### src/rtl/trig_pkg.sv
package trig_pkg;
  // number of equal consecutive samples the debounce filter requires
  localparam int DEB_SAMPLES = 4;

  // combine one output's view of the enabled inputs
  function automatic logic group_hit(input logic [7:0] x,
                                     input logic [7:0] any_m,
                                     input logic [7:0] all_m);
    logic any_hit;
    logic all_hit;
    any_hit = |(x & any_m);
    all_hit = (|all_m) & (&(x | ~all_m));
    return any_hit | all_hit;
  endfunction
endpackage

### src/rtl/trig_in_cond.sv
module trig_in_cond
  import trig_pkg::*;
(
  input  logic clk,
  input  logic rst_n,
  input  logic din,
  input  logic en,
  input  logic deb_en,
  output logic dout
);
  localparam int HW = DEB_SAMPLES - 1;

  logic [HW-1:0] hist;
  logic          lvl;

  always_ff @(posedge clk or negedge rst_n) begin
    if (!rst_n) begin
      hist <= '0;
      lvl  <= 1'b0;
    end else begin
      hist <= {hist[HW-2:0], din};
      if (din && (&hist))
        lvl <= 1'b1;
      else if (!din && !(|hist))
        lvl <= 1'b0;
    end
  end

  assign dout = en & (deb_en ? lvl : din);

  // the filtered level only rises after four high samples in a row
  p_deb_stable_r8: assert property (@(posedge clk) disable iff (!rst_n)
    $rose(lvl) |-> ($past(din, 1) && $past(din, 2) && $past(din, 3) && $past(din, 4)));
endmodule

### src/rtl/trig_delay_line.sv
module trig_delay_line #(
  parameter int MAX_DLY = 63,
  parameter int DLY_W   = 6
) (
  input  logic             clk,
  input  logic             rst_n,
  input  logic             din,
  input  logic [DLY_W-1:0] sel,
  output logic             dout
);
  localparam logic [DLY_W-1:0] TOP = DLY_W'(MAX_DLY);

  logic [MAX_DLY-1:0] pipe;
  logic [DLY_W-1:0]   eff;
  logic               primed;

  always_ff @(posedge clk or negedge rst_n) begin
    if (!rst_n) begin
      pipe   <= '0;
      primed <= 1'b0;
    end else begin
      pipe   <= {pipe[MAX_DLY-2:0], din};
      primed <= 1'b1;
    end
  end

  assign eff  = (sel > TOP) ? TOP : sel;
  assign dout = (eff == '0) ? din : pipe[eff - DLY_W'(1)];

  // a one-step setting returns the input seen one edge earlier
  p_one_step_r5: assert property (@(posedge clk) disable iff (!rst_n)
    (primed && sel == DLY_W'(1) && $past(sel) == DLY_W'(1)) |-> (dout == $past(din)));
endmodule

### src/rtl/trig_out_slice.sv
module trig_out_slice
  import trig_pkg::*;
#(
  parameter int N_IN    = 8,
  parameter int MAX_DLY = 63,
  parameter int DLY_W   = 6
) (
  input  logic             clk,
  input  logic             rst_n,
  input  logic [N_IN-1:0]  x,
  input  logic [N_IN-1:0]  any_m,
  input  logic [N_IN-1:0]  all_m,
  input  logic [DLY_W-1:0] dly,
  input  logic             latch,
  input  logic             clear,
  output logic             q
);
  logic hit;
  logic dl;

  assign hit = group_hit(x, any_m, all_m);

  trig_delay_line #(.MAX_DLY(MAX_DLY), .DLY_W(DLY_W)) u_dly (
    .clk  (clk),
    .rst_n(rst_n),
    .din  (hit),
    .sel  (dly),
    .dout (dl)
  );

  always_ff @(posedge clk or negedge rst_n) begin
    if (!rst_n)
      q <= 1'b0;
    else if (latch)
      q <= dl | (q & ~clear);
    else
      q <= dl;
  end

  // a delayed firing condition always shows on the output next edge
  p_fire_out_r1: assert property (@(posedge clk) disable iff (!rst_n)
    dl |=> q);
  // a latched output with no clear stays high
  p_hold_keep_r6: assert property (@(posedge clk) disable iff (!rst_n)
    (latch && q && !clear) |=> q);
  // outside latch mode the output falls with its condition
  p_follow_r6: assert property (@(posedge clk) disable iff (!rst_n)
    (!latch && !dl) |=> !q);
endmodule

### src/rtl/trig_combiner.sv
module trig_combiner #(
  parameter int N_IN    = 8,
  parameter int N_OUT   = 6,
  parameter int MAX_DLY = 63,
  parameter int DLY_W   = 6
) (
  input  logic                   clk,
  input  logic                   rst_n,
  input  logic [N_IN-1:0]        trig_in,
  input  logic [N_IN-1:0]        in_en,
  input  logic [N_IN-1:0]        deb_en,
  input  logic [N_OUT*N_IN-1:0]  any_mask,
  input  logic [N_OUT*N_IN-1:0]  all_mask,
  input  logic [N_OUT*DLY_W-1:0] dly_sel,
  input  logic [N_OUT-1:0]       latch_en,
  input  logic [N_OUT-1:0]       clr,
  output logic [N_OUT-1:0]       trig_out
);
  logic [N_IN-1:0] cond;

  for (genvar i = 0; i < N_IN; i++) begin : g_in
    trig_in_cond u_cond (
      .clk   (clk),
      .rst_n (rst_n),
      .din   (trig_in[i]),
      .en    (in_en[i]),
      .deb_en(deb_en[i]),
      .dout  (cond[i])
    );
  end

  for (genvar k = 0; k < N_OUT; k++) begin : g_out
    trig_out_slice #(.N_IN(N_IN), .MAX_DLY(MAX_DLY), .DLY_W(DLY_W)) u_slice (
      .clk  (clk),
      .rst_n(rst_n),
      .x    (cond),
      .any_m(any_mask[k*N_IN +: N_IN]),
      .all_m(all_mask[k*N_IN +: N_IN]),
      .dly  (dly_sel[k*DLY_W +: DLY_W]),
      .latch(latch_en[k]),
      .clear(clr[k]),
      .q    (trig_out[k])
    );
  end

  // with every input disabled, no output can fire beyond the delay window
  p_all_off_r4: assert property (@(posedge clk) disable iff (!rst_n)
    (in_en == '0 && dly_sel == '0 && latch_en == '0) |=> (trig_out == '0));
endmodule

### config.mk
export PLATFORM = sky130hd
export DESIGN_NAME = trig_combiner
export DESIGN_NICKNAME = d
export VERILOG_FILES = /design/src/rtl/trig_pkg.sv /design/src/rtl/trig_in_cond.sv /design/src/rtl/trig_delay_line.sv /design/src/rtl/trig_out_slice.sv /design/src/rtl/trig_combiner.sv
export SDC_FILE = /design/constraint.sdc
export NUM_CORES = 1
export LEC_CHECK = 0
export CAP_MARGIN = 5
export CORE_AREA = 3 3 131 259
export DETAILED_ROUTE_END_ITERATION = 10
export DIE_AREA = 0 0 134 262
export DONT_BUFFER_PORTS = 1
export PLACE_DENSITY = 0.66
export SYNTH_ARGS = -nofsm -noshare
export SYNTH_HDL_FRONTEND = slang
export SYNTH_SLANG_ARGS = --single-unit
### constraint.sdc
create_clock -name clk -period 1.95 [get_ports clk]
set_input_delay 0.0975 -clock clk [delete_from_list [all_inputs] [get_ports clk]]
set_output_delay 0.0975 -clock clk [all_outputs]
set_load 0.1 [all_outputs]
; Word level (Yosys, flattened, before mapping)
; Cells that the tools add are included.
[word_totals]
ff_bits = 416
out_inout_bits = 6
in_bits = 170
[classes]
n_reduce_logical = 80
bitwise = 56
muxes = 54
addsub = 6
magnitude_cmp = 12
[ops]
columns = operator, count
row1 = OR reduction 8 bit, 12
row2 = AND 8 bit, 6
row3 = inverter 8 bit, 6
row4 = OR 8 bit, 6
row5 = AND reduction 8 bit, 6
row6 = "less-than comparator 6 x 7 -> 1 bit, second input constant", 6
row7 = 2-to-1 mux 1 bit, 42
row8 = binary-select mux 1 bit (select 6 bit), 6
row9 = "> comparator 6 bit, second input constant", 6
row10 = zero test 6 bit, 6
row11 = 2-to-1 mux 6 bit, 6
row12 = "subtractor 6 x 1 -> 6 bit, second input constant", 6
row13 = AND reduction 3 bit, 8
row14 = OR reduction 3 bit, 8
row15 = AND 1 bit, 20
row16 = logical AND 1 bit, 16
row17 = zero test 1 bit, 16
row18 = nonzero test 2 bit, 8
row19 = OR 1 bit, 12
row20 = inverter 1 bit, 6

; Longest topological paths before layout
[logic_depth]
ltp_word = 9
ltp_mapped = 12
depth_no_buf = 8

; Modules after synthesis
; Synthesis repeated with hierarchy kept, for this count alone.
[unflattened]
cells_unflattened = 1044
area_unflattened_um2 = 16223.1
[by_module_without_submodules]
columns = module, cells_per_inst, area_each_um2, n_inst
row1 = trig_delay_line at g_out[0].u_slice.u_dly ..., 139, 2299.7, 4
row2 = trig_delay_line at g_out[4].u_slice.u_dly ..., 139, 2378.5, 2
row3 = trig_in_cond, 9, 142.6, 8
row4 = trig_out_slice, 23, 187.7, 6

; Worst setup path before layout
; OpenSTA, ideal clock, no wires.
[synth_timing]
kind = input to register
startpoint = in dly_sel[30]
endpoint = reg g_out[5].u_slice.q
slack_ns = -0.898
path_stages = 12
t_required_ns = 1.814
arrival_ns = 2.712
n_path_buf = 4
path_cell_list = buf_2 -> clkbuf_1 -> inv_1 -> ha_1 -> clkbuf_1 -> clkbuf_1 -> mux2i_1 -> nor3_1 -> a211o_1 -> o2bb2ai_1 -> o31ai_1 -> o211ai_1
[synth_between]
elab_chain_cells = 8
elab_cells_between_ends = 9
cone_classes = add/sub: 1 / order compare: 1 / mux: 5 / bitwise: 1 / reduce/logical: 1
[synth_rtl]
columns = item, line_no
row1 = start: declaration, trig_combiner.sv:14  ; input logic [N_OUT*DLY_W-1:0] dly_sel,
row2 = > comparator 6 bit, trig_delay_line.sv:27  ; assign eff = (sel > TOP) ? TOP : sel;
row3 = 2-to-1 mux 6 bit *, trig_delay_line.sv:27
row4 = subtractor 6 x 1 -> 6 bit, trig_delay_line.sv:28  ; assign dout = (eff == '0) ? din : pipe[eff - DLY_W'(1)];
row5 = binary-select mux 1 bit (select 6 bit), trig_delay_line.sv:28
row6 = 2-to-1 mux 1 bit (not written as such), trig_delay_line.sv:28
row7 = 2-to-1 mux 1 bit *, trig_delay_line.sv:28
row8 = OR 1 bit, trig_out_slice.sv:35  ; q <= dl | (q & ~clear);
row9 = 2-to-1 mux 1 bit *, trig_out_slice.sv:34  ; else if (latch)
row10 = end signal: assignment, trig_out_slice.sv:35
row11 = end signal: assignment, trig_out_slice.sv:37  ; q <= dl;
row12 = end: declaration, trig_out_slice.sv:16  ; output logic q
; Mark *: on every way between the ends. The rest lies on a longest branch, timed or not. The select of a mux whose other input is x is not followed.
; A chain may end at the register's enable or synchronous reset.

; Final worst setup path
[layout_timing]
startpoint = reg g_in[5].u_cond.lvl
endpoint = reg g_out[4].u_slice.q
[layout_between]
elab_chain_cells = 9
elab_cells_between_ends = 11
cone_classes = mux: 3 / bitwise: 6 / reduce/logical: 2
[layout_rtl]
columns = item, line_no
row1 = start: declaration, trig_in_cond.sv:14  ; logic lvl;
row2 = start signal: assignment, trig_in_cond.sv:19  ; lvl <= 1'b0;
row3 = start signal: assignment, trig_in_cond.sv:23  ; lvl <= 1'b1;
row4 = start signal: assignment, trig_in_cond.sv:25  ; lvl <= 1'b0;
row5 = 2-to-1 mux 1 bit *, trig_in_cond.sv:29  ; assign dout = en & (deb_en ? lvl : din);
row6 = AND 1 bit *, trig_in_cond.sv:29
row7 = OR 8 bit, trig_pkg.sv:12  ; all_hit = (|all_m) & (&(x | ~all_m));
row8 = AND reduction 8 bit, trig_pkg.sv:12
row9 = AND 1 bit, trig_pkg.sv:12
row10 = OR 1 bit *, trig_pkg.sv:13  ; return any_hit | all_hit;
row11 = named net g_out[4].u_slice.hit, trig_out_slice.sv:18  ; logic hit;
row12 = 2-to-1 mux 1 bit *, trig_delay_line.sv:28
row13 = OR 1 bit, trig_out_slice.sv:35
row14 = 2-to-1 mux 1 bit *, trig_out_slice.sv:34
row15 = end signal: assignment, trig_out_slice.sv:35
row16 = end signal: assignment, trig_out_slice.sv:37
row17 = end: declaration, trig_out_slice.sv:16
; Mark *: on every way through the listed nets, which the timed path passes. The rest lies on a longest branch.

==> qor.log <==
[detailed_routing] overall routed net length 37110 µm
[grt] first-pass GRT wire length 58540 µm
[placement] worst setup slack after placement -487.9 ps
[setup_path] signal arrival time at the worst endpoint 2580 ps
[detailed_routing] DRT antenna net count 0
[timing] Final Slew Violations 0
[timing] worst clock skew 13.11 ps
[logic_synthesis] most common cell in the synthesized netlist dfrtp_1
[logic_synthesis] count of flip-flops with a built-in enable after synthesis 0
[grt] total overflow reported by the global router 0
[grt] global-route met3 utilization 6.149%
[detailed_routing] detailed-routing iteration count for the pre-antenna-repair pass 6
[grt] met2 layer usage reported by global route 37.87%
[detailed_routing] number of vias after detailed routing 9520
[logic_synthesis] most numerous cell types in the synthesized netlist dfrtp_1, mux4_2, nand2_1
[clock_network] clock tree root buffer cell clkbuf_16
[setup_path] maximum cell stage delay along the critical path 440 ps
[logic_synthesis] dominant cells by area after synthesis dfrtp_1, mux4_2, a22oi_1
[setup_path] R2R cell count 7
[final_layout] Post-Route Utilization 60.25%
[timing] number of failing hold endpoints at the final stage 416
[timing] Tmin final 2168 ps
[final_layout] area added between synthesis and finish 21.66%
[timing] Setup-failing EPs final 4
[setup_path] crit-path max FO 4
[timing] slew at the pin with the worst max-slew slack 1479 ps
[setup_path] cell type of the slowest stage on the worst timing path dfrtp_1
[setup_path] element type at the critical path end flop
[timing] worst hold slack -735.2 ps
[grt] number of global-route vias before repair 10800
[outcome] violations in the final reports hold timing, setup timing
[detailed_routing] number of violations reported at the end of detailed-routing iteration 0 506
[logic_synthesis] dominant synthesized flop cell dfrtp_1
[die] die extent in x 134 µm
[logic_synthesis] YS warnings 0
[setup_path] Data required, critical path 2360 ps
[die] vertical die dimension 262 µm
[clock_network] number of levels the H-tree was split into 2
[timing] unrepaired setup endpoints after global routing true
[grt] met1 Track Usage GR 25.04%
[setup_path] CP startpoint kind flop
[min_path] type of the most critical hold path primary input to async pin
[logic_synthesis] mean instance size in the synthesized netlist 15.74 µm²
[timing] f_max 0.4612 GHz
[detailed_routing] via-per-instance ratio 5.866
[logic_synthesis] Async S/R FF share, synth 100.0%
[timing] final cycle utilization of the critical path 111.2%
[clock_network] Clock transition at path regs 70 ps
[clock_network] TritonCTS clock tree built
[grt] layer with the highest usage after global routing met2
[logic_synthesis] most area-hungry cell type in the Yosys netlist dfrtp_1
[placement] buffers added on ports 0
[logic_synthesis] synthesized instance count 1014
[pwr] maximum ir drop on the vdd rail 0.9517 mV
[flow_run] Max Cap Violations 0
[outcome] result of the run complete, but fails checks
[placement] DP Wirelength 24840 µm
[timing] tightest slew margin relative to the limit 1.421%
[die] floorplan die area 0.03511 mm²
[setup_path] critical path cell sequence mux2_4 > and2_4 > buf_4 > a22oi_2 > and3_4 > a21bo_4 > a2111o_1
[clock_network] TritonCTS sink count 416
[logic_synthesis] #FFs+latches synth 416
[die] initial standard-cell utilization of the core 49.52%
[pwr] static power due to leakage 8.424 nW
[grt] pin count of the biggest net entering global routing 417
[clock_network] maximum buffer depth of the clock tree 3
[detailed_routing] DRC violation count after routing 0
[final_layout] fraction of layout instances using a drive strength above 1 27.03%
[placement] Placer Congestion 0.8582
[clock_network] number of buffers inserted during clock tree synthesis 39
[die] FP Rows 93
[setup_path] classification of the worst setup path flop to flop
[pwr] Cell Pwr Density 1081 mW/mm²
[die] number of placed I/O pins 176
[logic_synthesis] post-synthesis sequential area ratio 65.21%
[clock_network] clock latency at the later pin of the worst-skew pair 530 ps
[final_layout] post-layout net count 1349
[grt] GRT Resource Usage Total 21.61%
[die] floorplan core area 0.03223 mm²
[setup_path] register-to-register path setup slack -220 ps
[timing] final setup margin -218.5 ps
[logic_synthesis] post-synth design cell area 0.01596 mm²
[grt] initial antenna violation count 5
[logic_synthesis] syn nets 1196
[logic_synthesis] number of unique standard cell types used by synthesis 63
[detailed_routing] DR WL/cell 22.87 µm
[logic_synthesis] Yosys top cell area share 65.21%
## cell families after synthesis
kind of cell / share of synthesized area (%)
xor gates and xnor gates: 1.575
DFF: 65.21
AOI/OAI and AO/OA: 6.921
adders and majority gates: 0.9406
and+or+nand+nor: 6.584
muxes: 16.63
buffers and inverters: 2.132
## power by group
group          internal, mW  switching [mW]  total (mW)
Clock                  4.90            3.21        8.11
Combinational          1.42            1.08        2.51
Sequential             9.75           0.630        10.4
## placed cells by master (no fill, tap or decap), types with 13 or more instances in the layout
master,n
a21oi_1,19
a22oi_1,30
buf_4,84
clkbuf_16,41
clkbuf_8,14
dfrtp_1,416
dlygate4sd3_1,74
inv_1,14
mux2_2,18
mux2i_1,26
mux4_2,93
nand2_1,38
nor2_1,34
nor4_1,15
o21ai_0,13
or3_1,14
## per-stage QoR
stage / setup TNS [ps] / hold WS [ps] / instances / instance area (µm²) / power [mW]
final: -673.8 / -735.2 / 1623 / 19420 / 21.00
after global routing: -1164 / -761.1 / 1623 / 19420 / 21.88
after CTS: -833.2 / -754.4 / 1620 / 19340 / 21.26
after detailed placement: -2545 / -183.0 / 1475 / 17090 / 12.82
after global placement: -2513 / -183.9 / 1475 / 17090 / 12.76
after floorplan: -1719 / -198.1 / 1014 / 16280 / 12.15
## worst max-delay path, delay by kind of cell, from the launching register on
kind	cells	cell delay, ps
flip-flops	1	440
AND/OR/NAND/NOR	2	440
buffers and inverters	1	140
multiplexers	1	290
AO/OA/AOI/OAI	3	740
## what timing repair did
item	4_1_cts	5_1_grt
hold endpoints to repair	444	417
gates resized for setup	31	15
hold buffers	73	1
pin swaps	8	13
gates cloned	0	0
setup endpoints to repair	11	8
setup buffers	3	1
## routing by layer
layer / vias to the layer above / routed length (µm)
met1: 4949 / 13660
met5: - / 57
met4: 8 / 1523
met2: 351 / 19110
met3: 102 / 2765
li1: 4110 / -
## worst paths after layout
check,from,to
worst max-delay path,g_in[5].u_cond.lvl$_DFFE_PN0P_,g_out[4].u_slice.q$_DFF_PN0_
worst min-delay path,rst_n,g_out[5].u_slice.u_dly.pipe[51]$_DFF_PN0_
worst max register to register,g_in[5].u_cond.lvl$_DFFE_PN0P_,g_out[4].u_slice.q$_DFF_PN0_
worst min register to register,g_out[5].u_slice.u_dly.pipe[25]$_DFF_PN0_,g_out[5].u_slice.u_dly.pipe[26]$_DFF_PN0_
max in group asynchronous,rst_n,g_out[1].u_slice.u_dly.pipe[14]$_DFF_PN0_
min in group clk,all_mask[6],g_out[0].u_slice.u_dly.pipe[0]$_DFF_PN0_
## cell type report
class,count,area [µm²]
inverters,19,100.1
fillers,2429,12810
multi-input cells,525,5461
diodes,1,2.502
well taps,427,534.3
flip-flops and latches,416,10410
clock buffers,59,1234
repair buffers,166,1514
clock inverters,10,163.9
## registers in the layout, indices dropped and copies added (netlist names)
signal                    count
g_in.u_cond.hist             24
g_in.u_cond.lvl               8
g_out.u_slice.q               6
g_out.u_slice.u_dly.pipe    378
(Power assumes the default switching activity.)
